**src/rtl/spi_eng_pkg.sv**
```systemverilog
package spi_eng_pkg;

    localparam int CTRL_W   = 32;
    localparam int SEL_W    = 2;

    localparam int B_EN     = 0;
    localparam int B_HOST   = 1;
    localparam int B_CPHA   = 2;
    localparam int B_CPOL   = 3;
    localparam int B_CSLOW  = 4;
    localparam int B_LSB    = 6;
    localparam int B_GO     = 10;
    localparam int B_SEL    = 12;
    localparam int B_DROP   = 15;
    localparam int B_MAN    = 16;
    localparam int B_MANLVL = 17;

    typedef enum logic [1:0] {
        ST_IDLE  = 2'd0,
        ST_LOAD  = 2'd1,
        ST_SHIFT = 2'd2,
        ST_FIN   = 2'd3
    } eng_state_t;

    typedef struct packed {
        logic             cpha;
        logic             cpol;
        logic             cs_low;
        logic             lsb;
        logic             drop;
        logic             manual;
        logic             man_lvl;
        logic [SEL_W-1:0] sel;
    } mode_t;

    function automatic mode_t decode_mode(input logic [CTRL_W-1:0] r);
        mode_t m;
        m.cpha    = r[B_CPHA];
        m.cpol    = r[B_CPOL];
        m.cs_low  = r[B_CSLOW];
        m.lsb     = r[B_LSB];
        m.drop    = r[B_DROP];
        m.manual  = r[B_MAN];
        m.man_lvl = r[B_MANLVL];
        m.sel     = r[B_SEL +: SEL_W];
        return m;
    endfunction

    function automatic logic [7:0] shift_in(input logic [7:0] cur, input logic b,
                                            input logic lsb);
        return lsb ? {b, cur[7:1]} : {cur[6:0], b};
    endfunction

    function automatic logic [7:0] shift_out(input logic [7:0] cur, input logic lsb);
        return lsb ? {1'b0, cur[7:1]} : {cur[6:0], 1'b0};
    endfunction

endpackage

```
**src/rtl/spi_eng_seq.sv**
```systemverilog
module spi_eng_seq
    import spi_eng_pkg::*;
#(
    parameter int CNT_W = 24
) (
    input  logic             clk,
    input  logic             rst,
    input  logic             launch,
    input  logic [CNT_W-1:0] burst_in,
    input  logic [CNT_W-1:0] tx_in,
    input  logic             tx_valid,
    input  logic             byte_end,
    output eng_state_t       state,
    output logic             tx_take,
    output logic             fill_zero
);

    logic [CNT_W-1:0] rem_burst;
    logic [CNT_W-1:0] rem_tx;
    logic             have_bytes;
    logic             owe_tx;

    assign have_bytes = (rem_burst != '0);
    assign owe_tx     = (rem_tx != '0);
    assign tx_take    = (state == ST_LOAD) && have_bytes && owe_tx && tx_valid;
    assign fill_zero  = (state == ST_LOAD) && have_bytes && !owe_tx;

    always_ff @(posedge clk) begin
        if (rst) begin
            state     <= ST_IDLE;
            rem_burst <= '0;
            rem_tx    <= '0;
        end else begin
            unique case (state)
                ST_IDLE: begin
                    if (launch) begin
                        rem_burst <= burst_in;
                        rem_tx    <= tx_in;
                        state     <= ST_LOAD;
                    end
                end
                ST_LOAD: begin
                    if (!have_bytes) begin
                        state <= ST_FIN;
                    end else if (tx_take) begin
                        rem_tx <= rem_tx - 1'b1;
                        state  <= ST_SHIFT;
                    end else if (fill_zero) begin
                        state <= ST_SHIFT;
                    end
                end
                ST_SHIFT: begin
                    if (byte_end) begin
                        rem_burst <= rem_burst - 1'b1;
                        state     <= ST_LOAD;
                    end
                end
                ST_FIN: state <= ST_IDLE;
                default: state <= ST_IDLE;
            endcase
        end
    end

endmodule

```
**src/rtl/spi_eng_shifter.sv**
```systemverilog
module spi_eng_shifter
    import spi_eng_pkg::*;
(
    input  logic       clk,
    input  logic       rst,
    input  logic       load,
    input  logic [7:0] load_byte,
    input  logic       active,
    input  logic       tick,
    input  logic       lsb,
    input  logic       cpha,
    input  logic       cpol,
    input  logic       miso,
    output logic       sclk,
    output logic       mosi,
    output logic       byte_end,
    output logic [7:0] rx_word
);

    logic [7:0] tx_sr;
    logic [7:0] rx_sr;
    logic [3:0] edge_cnt;
    logic       step;
    logic       leading;
    logic       sample_now;
    logic       change_now;
    logic [7:0] rx_next;

    assign step       = active && tick;
    assign leading    = !edge_cnt[0];
    assign sample_now = step && (leading ^ cpha);
    assign change_now = step && !(leading ^ cpha) && !(cpha && edge_cnt == 4'd0);
    assign rx_next    = shift_in(rx_sr, miso, lsb);

    assign rx_word  = sample_now ? rx_next : rx_sr;
    assign byte_end = step && (edge_cnt == 4'd15);
    assign sclk     = cpol ^ edge_cnt[0];
    assign mosi     = active ? (lsb ? tx_sr[0] : tx_sr[7]) : 1'b0;

    always_ff @(posedge clk) begin
        if (rst) begin
            tx_sr    <= '0;
            rx_sr    <= '0;
            edge_cnt <= '0;
        end else if (load) begin
            tx_sr    <= load_byte;
            rx_sr    <= '0;
            edge_cnt <= '0;
        end else if (step) begin
            edge_cnt <= edge_cnt + 4'd1;
            if (sample_now) rx_sr <= rx_next;
            if (change_now) tx_sr <= shift_out(tx_sr, lsb);
        end
    end

endmodule

```
**src/rtl/spi_eng_csdrv.sv**
```systemverilog
module spi_eng_csdrv
    import spi_eng_pkg::*;
#(
    parameter int NCS = 4
) (
    input  logic [SEL_W-1:0] sel,
    input  logic             active_low,
    input  logic             manual,
    input  logic             man_level,
    input  logic             engaged,
    output logic [NCS-1:0]   cs_o
);

    for (genvar i = 0; i < NCS; i++) begin : g_cs
        assign cs_o[i] = (sel == SEL_W'(i))
                       ? (manual ? man_level : (engaged ? ~active_low : active_low))
                       : active_low;
    end

endmodule

```
**src/rtl/spi_xfer_engine.sv**
```systemverilog
module spi_xfer_engine
    import spi_eng_pkg::*;
#(
    parameter int CNT_W = 24,
    parameter int NCS   = 4
) (
    input  logic             clk,
    input  logic             rst,
    input  logic             ctrl_we,
    input  logic [31:0]      ctrl_wdata,
    output logic [31:0]      ctrl_q,
    input  logic [CNT_W-1:0] burst_len,
    input  logic [CNT_W-1:0] tx_len,
    input  logic             tx_valid,
    input  logic [7:0]       tx_data,
    output logic             tx_pop,
    output logic             rx_push,
    output logic [7:0]       rx_data,
    input  logic             sclk_en,
    input  logic             miso,
    output logic             sclk,
    output logic             mosi,
    output logic [NCS-1:0]   cs_o,
    output logic             xfer_done
);

    logic [CTRL_W-1:0] ctrl_r;
    logic [CTRL_W-1:0] ctrl_next;
    mode_t             mode;
    eng_state_t        state;
    logic              busy;
    logic              launch;
    logic              tx_take;
    logic              fill_zero;
    logic              byte_end;
    logic [7:0]        rx_word;

    assign busy   = ctrl_r[B_GO];
    assign launch = ctrl_we && !busy && ctrl_wdata[B_GO]
                  && ctrl_wdata[B_EN] && ctrl_wdata[B_HOST];
    assign mode   = decode_mode(ctrl_r);

    always_comb begin
        ctrl_next       = ctrl_wdata;
        ctrl_next[B_GO] = launch;
    end

    always_ff @(posedge clk) begin
        if (rst) begin
            ctrl_r <= '0;
        end else if (state == ST_FIN) begin
            ctrl_r[B_GO] <= 1'b0;
        end else if (ctrl_we && !busy) begin
            ctrl_r <= ctrl_next;
        end
    end

    spi_eng_seq #(.CNT_W(CNT_W)) u_seq (
        .clk       (clk),
        .rst       (rst),
        .launch    (launch),
        .burst_in  (burst_len),
        .tx_in     (tx_len),
        .tx_valid  (tx_valid),
        .byte_end  (byte_end),
        .state     (state),
        .tx_take   (tx_take),
        .fill_zero (fill_zero)
    );

    spi_eng_shifter u_shift (
        .clk       (clk),
        .rst       (rst),
        .load      (tx_take || fill_zero),
        .load_byte (tx_take ? tx_data : 8'h00),
        .active    (state == ST_SHIFT),
        .tick      (sclk_en),
        .lsb       (mode.lsb),
        .cpha      (mode.cpha),
        .cpol      (mode.cpol),
        .miso      (miso),
        .sclk      (sclk),
        .mosi      (mosi),
        .byte_end  (byte_end),
        .rx_word   (rx_word)
    );

    spi_eng_csdrv #(.NCS(NCS)) u_cs (
        .sel        (mode.sel),
        .active_low (mode.cs_low),
        .manual     (mode.manual),
        .man_level  (mode.man_lvl),
        .engaged    (state == ST_LOAD || state == ST_SHIFT),
        .cs_o       (cs_o)
    );

    assign ctrl_q    = ctrl_r;
    assign tx_pop    = tx_take;
    assign rx_push   = byte_end && !mode.drop;
    assign rx_data   = rx_word;
    assign xfer_done = (state == ST_FIN);

endmodule

```
**config.mk**
```make
export PLATFORM = sky130hd
export DESIGN_NAME = spi_xfer_engine
export DESIGN_NICKNAME = d
export VERILOG_FILES = /design/src/rtl/spi_eng_pkg.sv /design/src/rtl/spi_eng_seq.sv /design/src/rtl/spi_eng_shifter.sv /design/src/rtl/spi_eng_csdrv.sv /design/src/rtl/spi_xfer_engine.sv
export SDC_FILE = /design/constraint.sdc
export NUM_CORES = 1
export LEC_CHECK = 0
export BUFFER_PORTS_ARGS = -buffer_cell sky130_fd_sc_hd__buf_2
export CAP_MARGIN = 30
export CORE_AREA = 2 2 106 118
export DETAILED_ROUTE_END_ITERATION = 10
export DIE_AREA = 0 0 108 120
export GPL_ROUTABILITY_DRIVEN = 0
export HOLD_SLACK_MARGIN = 0.1
export PLACE_DENSITY_LB_ADDON = 0.1
export SYNTH_ARGS = -nofsm -noshare
export SYNTH_HDL_FRONTEND = slang
export SYNTH_SLANG_ARGS = --single-unit
```
**constraint.sdc**
```tcl
create_clock -name clk -period 2.35 [get_ports clk]
set_input_delay 0.3525 -clock clk [delete_from_list [all_inputs] [get_ports clk]]
set_output_delay 0.3525 -clock clk [all_outputs]
set_load 0.03 [all_outputs]
```
==> summary.txt, run 1 <==
Logic synthesis
  – Post-synthesis mux area share: 4.04%
  – Main combinational cell family by area after synthesis: simple AND/OR/NAND/NOR gates
  – Primary FF master, synth: dfxtp_1
  – Mapped Area: between 5000 and 6000 um2
  – Ys async rst share: 0%
  – Xor and xnor fraction of the mapped netlist area: less than 1%
  – Post-Synth Adder-Cell Area: under 10%
  – Post-synth EDFFs: 0
  – Post-Syn Instances: ~750
  – Synthesized area per cell: about 7.4 um2
  – Post-synthesis simple-gate area fraction: a little over a quarter
  – Syn. warnings: 0
  – Sequential element share of the synthesized area: 36.8%
  – Synth Area in Compound Gates: between 20% and 30%
  – Synth cell types: 58
  – Syn_nets: 856
  – #FFs+latches synth: a little over 100

Clock tree
  – Clock sink count: 102
  – Hold buffer count at cts: 0
  – H-tree depth: 3
  – CTS Buf Count: 9
  – CTS tree: done
  – Worst-case clock buffer depth: 2
  – Worst-path clk slew: 0.07 ns
  – Worst-Skew Late Latency: approximately 0.34 ns
  – Clock Tree Root: clkbuf_16

Setup path
  – Worst r2r src: u_seq.rem_tx[1]
  – RR Endpoint: u_seq.rem_tx[9]
  – Reg2Reg Depth: 11
  – Largest fanout on the critical path: 2
  – Crit. End Element: output pin
  – Arrival time of the worst setup path: around 2.2 ns
  – R2R setup slack: -0.14 ns
  – Kind of critical path: reg2out
  – CP startpoint kind: flip-flop
  – CP required: around 2 ns

Cells and area
  – Layout overhead on the synthesized area: 29.1%
  – Final non-filler cell total: between 1000 and 1500
  – Final Cell Area: 7160 um2
  – Nets: 1011
  – Share of cells above drive strength 1: 28.9%
  – Antenna cells: 0
  – Most frequent cells in the layout: 134 x buf_2, 133 x nand2_1, 99 x dfxtp_1, 91 x a21oi_1, 69 x nor2_1
  – Leading cell type in the layout, fill and taps excluded: buf_2

Floorplan
  – # IOs: roughly 140
  – Core area: between 10000 and 15000 um2
  – Die W: between 100 and 150 um
  – Num rows: 42
  – Die Ht: 120 um
  – Initial cell density of the core: 46.9%
  – Die area: about 13000 um2

Global routing
  – GRT Residual Overflow: 0
  – First-pass GRT wire length: around 26000 um
  – Initial antenna violation count: 0
  – Largest net degree at the start of global routing: 89
  – Gr usage total: between 20% and 30%
  – Vias in the first global route: about 5700

Drt
  – Routed vias/inst: around 5.6
  – Final wirelength: 16200 um
  – DR DRC count: 0
  – Via count: between 5000 and 6000
  – Detailed Routing Iterations Pass 1: 5
  – Post-route ant nets: 0
  – Detailed Route Iter0 Violations: 401
  – WL/cell: ~15 um

Placement
  – Buffers on Ports: ~140
  – Placed cell area: ~6700 um2
  – DP HPWL: around 11000 um
  – Placed insts: 1044
  – Setup WS pre-CTS: -0.0550 ns

Power
  – Lkg Pwr: just over 0.003 uW
  – Peak supply drop: 0.710 mV
  – Tot Pwr: 9200 uW
  – Cell Pwr Density: approximately 1300 nW/um2

Timing
  – Period utilization: 108%
  – Clk_skew: 0.00856 ns
  – Fin. Hold Viols: 0
  – Worst Tran Pin Value: 0.622 ns
  – Achievable Freq: roughly 0.39 GHz
  – Rel. slew slack: roughly 58%
  – Setup ws final: -0.189 ns
  – Slew Viols, Final: 0
  – Min Clock Period, post-route: 2.54 ns
  – Final setup fails: 26
  – RSZ-0062 raised after global routing: yes

Run status
  – Failing checks: setup timing
  – Status: finished with violations

Min path
  – Hold Crit Depth: 3
  – Hold Path Origin: ctrl_wdata[5]
  – Hold Crit Endpoint: ctrl_q[5]
  – Hold Crit Class: in2reg

Job
  – Max Cap Violations: 0
-- worst max-delay path by stage --
stage,startpoint,to,slack [ns],depth (start not counted)
floorplan,u_seq.state[0],rx_data[0],-0.02,7
global route,u_seq.rem_tx[1],tx_pop,-0.23,7
detailed placement,u_seq.rem_tx[0],u_seq.rem_tx[20],-0.05,10
finish,u_seq.rem_tx[1],tx_pop,-0.19,7
global placement,u_seq.rem_tx[1],tx_pop,0.006,7
CTS,u_seq.rem_tx[1],tx_pop,-0.19,7
-- power breakdown --
group          switching, uW  total (uW)  internal (uW)
registers                354        2490           2130
logic                   3040        5260           2220
clock network            643        1450            809
total                   4040        9200           5160
-- area by class of cell --
type                       count  area (um2)
clock buffer                   9         225
clock inverter                 5        52.6
fill                        1123        4670
inverter                      17        63.8
multi-input combinational    577        3330
sequential                   102        2050
tap                          154         193
timing repair buffer         201        1250
-- synthesized netlist by cell type (all sizes together) (9+ instances only) --
cell | instances | share of area [%]
nor4 | 9 | 1.0
buf | 20 | 2.2
or4 | 9 | 1.3
nor2 | 70 | 4.7
inv | 15 | 1.0
ha | 9 | 2.0
a211oi | 16 | 2.2
nand3 | 17 | 1.5
a22oi | 12 | 1.6
o21ai | 41 | 3.9
nor2b | 9 | 1.0
a21oi | 96 | 8.7
nor3 | 36 | 3.3
dfxtp | 102 | 37
mux2i | 19 | 3.4
nand2 | 134 | 9.1
clkbuf | 37 | 2.5
and3 | 11 | 1.2
-- per-layer routing --
metal / up-vias / part of all wire, % / GRT usage (%)
met1: 2821 / 43 / 30.8
met5: - / 0 / 0
li1: 2971 / - / -
met3: 22 / 5.4 / 4.40
met2: 171 / 49 / 42.2
met4: 0 / 1.7 / 7.85
-- sequential cells by signal (all words and copies together), names as in the netlist --
register	flops
u_shift.tx_sr	8
u_seq.rem_tx	24
u_shift.rx_sr	8
u_seq.state	2
u_shift.edge_cnt	4
u_seq.rem_burst	24
ctrl_q	32
-- what timing repair did --
| action | CTS | global route |
|---|---|---|
| gates resized for setup | 12 | 36 |
| setup endpoints to repair | 44 | 63 |
| pin swaps | 3 | 4 |
| cloned | 1 | 0 |
| setup buffers | 3 | 3 |
-- logic make-up (layout without fill, tap and decap cells) --
kind of cell | Yosys count | count (layout)
buffers and inverters | 74 | 232
AOI/OAI and AO/OA | 217 | 217
DFF | 102 | 102
xor gates and xnor gates | 4 | 4
and+or+nand+nor | 325 | 325
muxes | 22 | 22
adders and majority gates | 9 | 9
-- per-stage QoR --
stage               util (%)  hold WS [ns]  TNS (ns)
global placement        56.4         0.439         0
floorplan                  -         0.445   -0.0524
finish                  60.5         0.243     -2.18
detailed placement      56.4         0.446    -0.509
global route            60.5         0.244     -4.55
CTS                     59.4         0.234     -1.73
-- critical path, stage by stage, from the launching register on --
cell	delay [ns]
dfxtp_2	0.32
inv_2	0.07
ha_4	0.13
or4b_4	0.46
or4_4	0.44
o21ai_4	0.20
nor3b_4	0.08
buf_6	0.14
Power figures use the tool's default switching activity.
==> run 2: changes to the inputs <==
--- a/config.mk
+++ b/config.mk
@@ -7,9 +7,9 @@
 export LEC_CHECK = 0
 export BUFFER_PORTS_ARGS = -buffer_cell sky130_fd_sc_hd__buf_2
 export CAP_MARGIN = 30
-export CORE_AREA = 2 2 106 118
+export CORE_AREA = 2 2 123 137
 export DETAILED_ROUTE_END_ITERATION = 10
-export DIE_AREA = 0 0 108 120
+export DIE_AREA = 0 0 125 139
 export GPL_ROUTABILITY_DRIVEN = 0
 export HOLD_SLACK_MARGIN = 0.1
 export PLACE_DENSITY_LB_ADDON = 0.1
==> constraint.sdc (replaced) <==
create_clock -name clk -period 2.35 [get_ports clk]
set_input_delay 0.3525 -clock clk [delete_from_list [all_inputs] [get_ports clk]]
set_output_delay 0.3525 -clock clk [all_outputs]
set_load 0.05 [all_outputs]
==> run 2 against run 1 <==
Effect of this change: the flow still finishes with violations (setup timing); sequential power about the same; combinational power up 9.3%; setup slack got worse by 0.071 ns; cell area increased by 4.2%; count of clock-buffer cells in the layout up 1; critical endpoint unchanged.
==> summary.txt, run 2 (synthesized netlist as in run 1, its figures left out) <==
Run status
  – Status: finished with violations
  – Failing checks: setup timing

Setup path
  – Crit. Startpoint: u_seq.rem_tx[1]
  – Reg2Reg Depth: 13
  – Largest fanout on the critical path: 2
  – Crit. End Element: output pin
  – Kind of critical path: reg2out
  – R2R setup slack: -0.22 ns
  – RR Endpoint: u_seq.rem_tx[8]
  – Arrival time of the worst setup path: between 2 and 2.5 ns
  – CP required: ~2.0 ns
  – Worst r2r src: u_seq.rem_tx[1]
  – CP startpoint kind: flip-flop

Timing
  – Setup ws final: -0.260 ns
  – Clk_skew: approximately 0.0080 ns
  – Worst Tran Pin Value: around 0.61 ns
  – Achievable Freq: 0.383 GHz
  – Slew Viols, Final: 0
  – Final hold slack: 0.232 ns
  – Fin. Hold Viols: 0
  – Setup TNS: -4.47 ns
  – Rel. slew slack: about three fifths
  – RSZ-0062 raised after global routing: yes
  – Period utilization: 111%
  – Final setup fails: 34
  – Min Clock Period, post-route: 2.61 ns

Power
  – Cell Pwr Density: ~1300 nW/um2
  – Lkg Pwr: ~0.0031 uW
  – Peak supply drop: 0.503 mV

Cells and area
  – Fill count: 1690
  – FF/Latch Area: between 2000 and 2500 um2
  – Share of cells above drive strength 1: 31.0%
  – Antenna cells: 0
  – Most frequent cells in the layout: 133 x nand2_1, 131 x buf_2, 99 x dfxtp_1, 84 x a21oi_1, 68 x nor2_1
  – Nets: approximately 1000
  – Multi-input gate area: roughly 3400 um2
  – Final core occ: a little under half
  – Max FFs per register: 32
  – Layout overhead on the synthesized area: 34.5%
  – Leading cell type in the layout, fill and taps excluded: nand2_1
  – Final non-filler cell total: 1128

Global routing
  – GRT Residual Overflow: 0
  – Initial antenna violation count: 1
  – Largest net degree at the start of global routing: just under 90
  – Gr usage total: between 10% and 20%
  – Vias in the first global route: about 5900
  – First-pass GRT wire length: 28600 um

Drt
  – Detailed Route Iter0 Violations: 307
  – Routed vias/inst: about 5.4
  – Post-route ant nets: 0
  – Via count: 6038
  – WL/cell: around 16 um
  – DR DRC count: 0
  – Detailed Routing Iterations Pass 1: 6
  – Final wirelength: approximately 18000 um

Job
  – Max Cap Violations: 0

Floorplan
  – Num rows: between 40 and 50
  – # IOs: 143
  – Die W: roughly 130 um
  – Initial cell density of the core: between 30 and 40%
  – Die Ht: ~140 um
  – Die area: roughly 17000 um2
  – Core area: 16100 um2

Clock tree
  – CTS Buf Count: 9
  – Worst-case clock buffer depth: 2
  – Hold buffer count at cts: 0
  – CTS tree: done
  – Clock sink count: 102
  – Clock Tree Root: clkbuf_16
  – Worst-Skew Late Latency: around 0.35 ns
  – Worst-path clk slew: roughly 0.080 ns
  – H-tree depth: 3

Placement
  – Buffers on Ports: approximately 140
  – DP HPWL: around 12000 um
  – Placed insts: between 1000 and 1500

Min path
  – Hold Crit Depth: 3
  – Hold Crit Endpoint: ctrl_q[6]
  – Hold Path Origin: ctrl_wdata[6]
  – Hold Crit Class: in2reg
-- run 2: cell type report --
type	instances	share of cell area (%)
inverters	17	0.856
well taps	204	3.42
clock buffers	10	3.07
clock inverters	6	0.721
flip-flops and latches	102	27.5
multi-input cells	577	45.7
repair buffers	212	18.8
-- run 2: what timing repair did --
| item | CTS | global route |
|---|---|---|
| cloned | 2 | 1 |
| gates resized for setup | 26 | 31 |
| pin swaps | 3 | 5 |
| buffers inserted | 5 | 6 |
| endpoints found under the setup margin | 30 | 60 |
-- run 2: worst max path at each step --
stage                                  end  slack, ns  depth (start not counted)
after floorplan           u_seq.rem_tx[18]      -0.04                         10
after global placement              tx_pop     -0.009                          8
after detailed placement  u_shift.tx_sr[1]      -0.01                         10
after CTS                           tx_pop      -0.27                          8
after global routing                tx_pop      -0.32                          8
final                               tx_pop      -0.26                          8
-- run 2: worst max-delay path, stage by stage, from the launching register on --
cell and delay, ns:
dfxtp_2 0.33, inv_2 0.07, ha_4 0.13, or4b_4 0.46, or4_4 0.44, o21ai_4 0.16
buf_6 0.12, nor3b_4 0.05, buf_6 0.15
-- run 2: per-stage QoR --
| stage | worst slack [ns] | total power (uW) | area (um2) |
|---|---|---|---|
| detailed placement | -0.0146 | 7800 | 6850 |
| floorplan | -0.0374 | 5870 | 5640 |
| CTS | -0.268 | 9530 | 7300 |
| finish | -0.260 | 9740 | 7460 |
| global placement | -0.00901 | 7750 | 6850 |
| global route | -0.320 | 10500 | 7460 |
-- run 2: report_power, final --
group	leakage, uW	switching, uW	total (uW)	internal, uW
Sequential	0.000836	390	2520	2130
Combinational	0.00214	3260	5750	2480
Clock	0.000141	730	1470	741
-- run 2: layer usage --
metal / GRT usage (%) / routed length (um) / vias up
li1: - / - / 3011
met1: 24.9 / 7760 / 2838
met2: 34.2 / 8850 / 165
met3: 3.16 / 709 / 22
met4: 6.73 / 279 / 2
met5: 0 / 13 / -
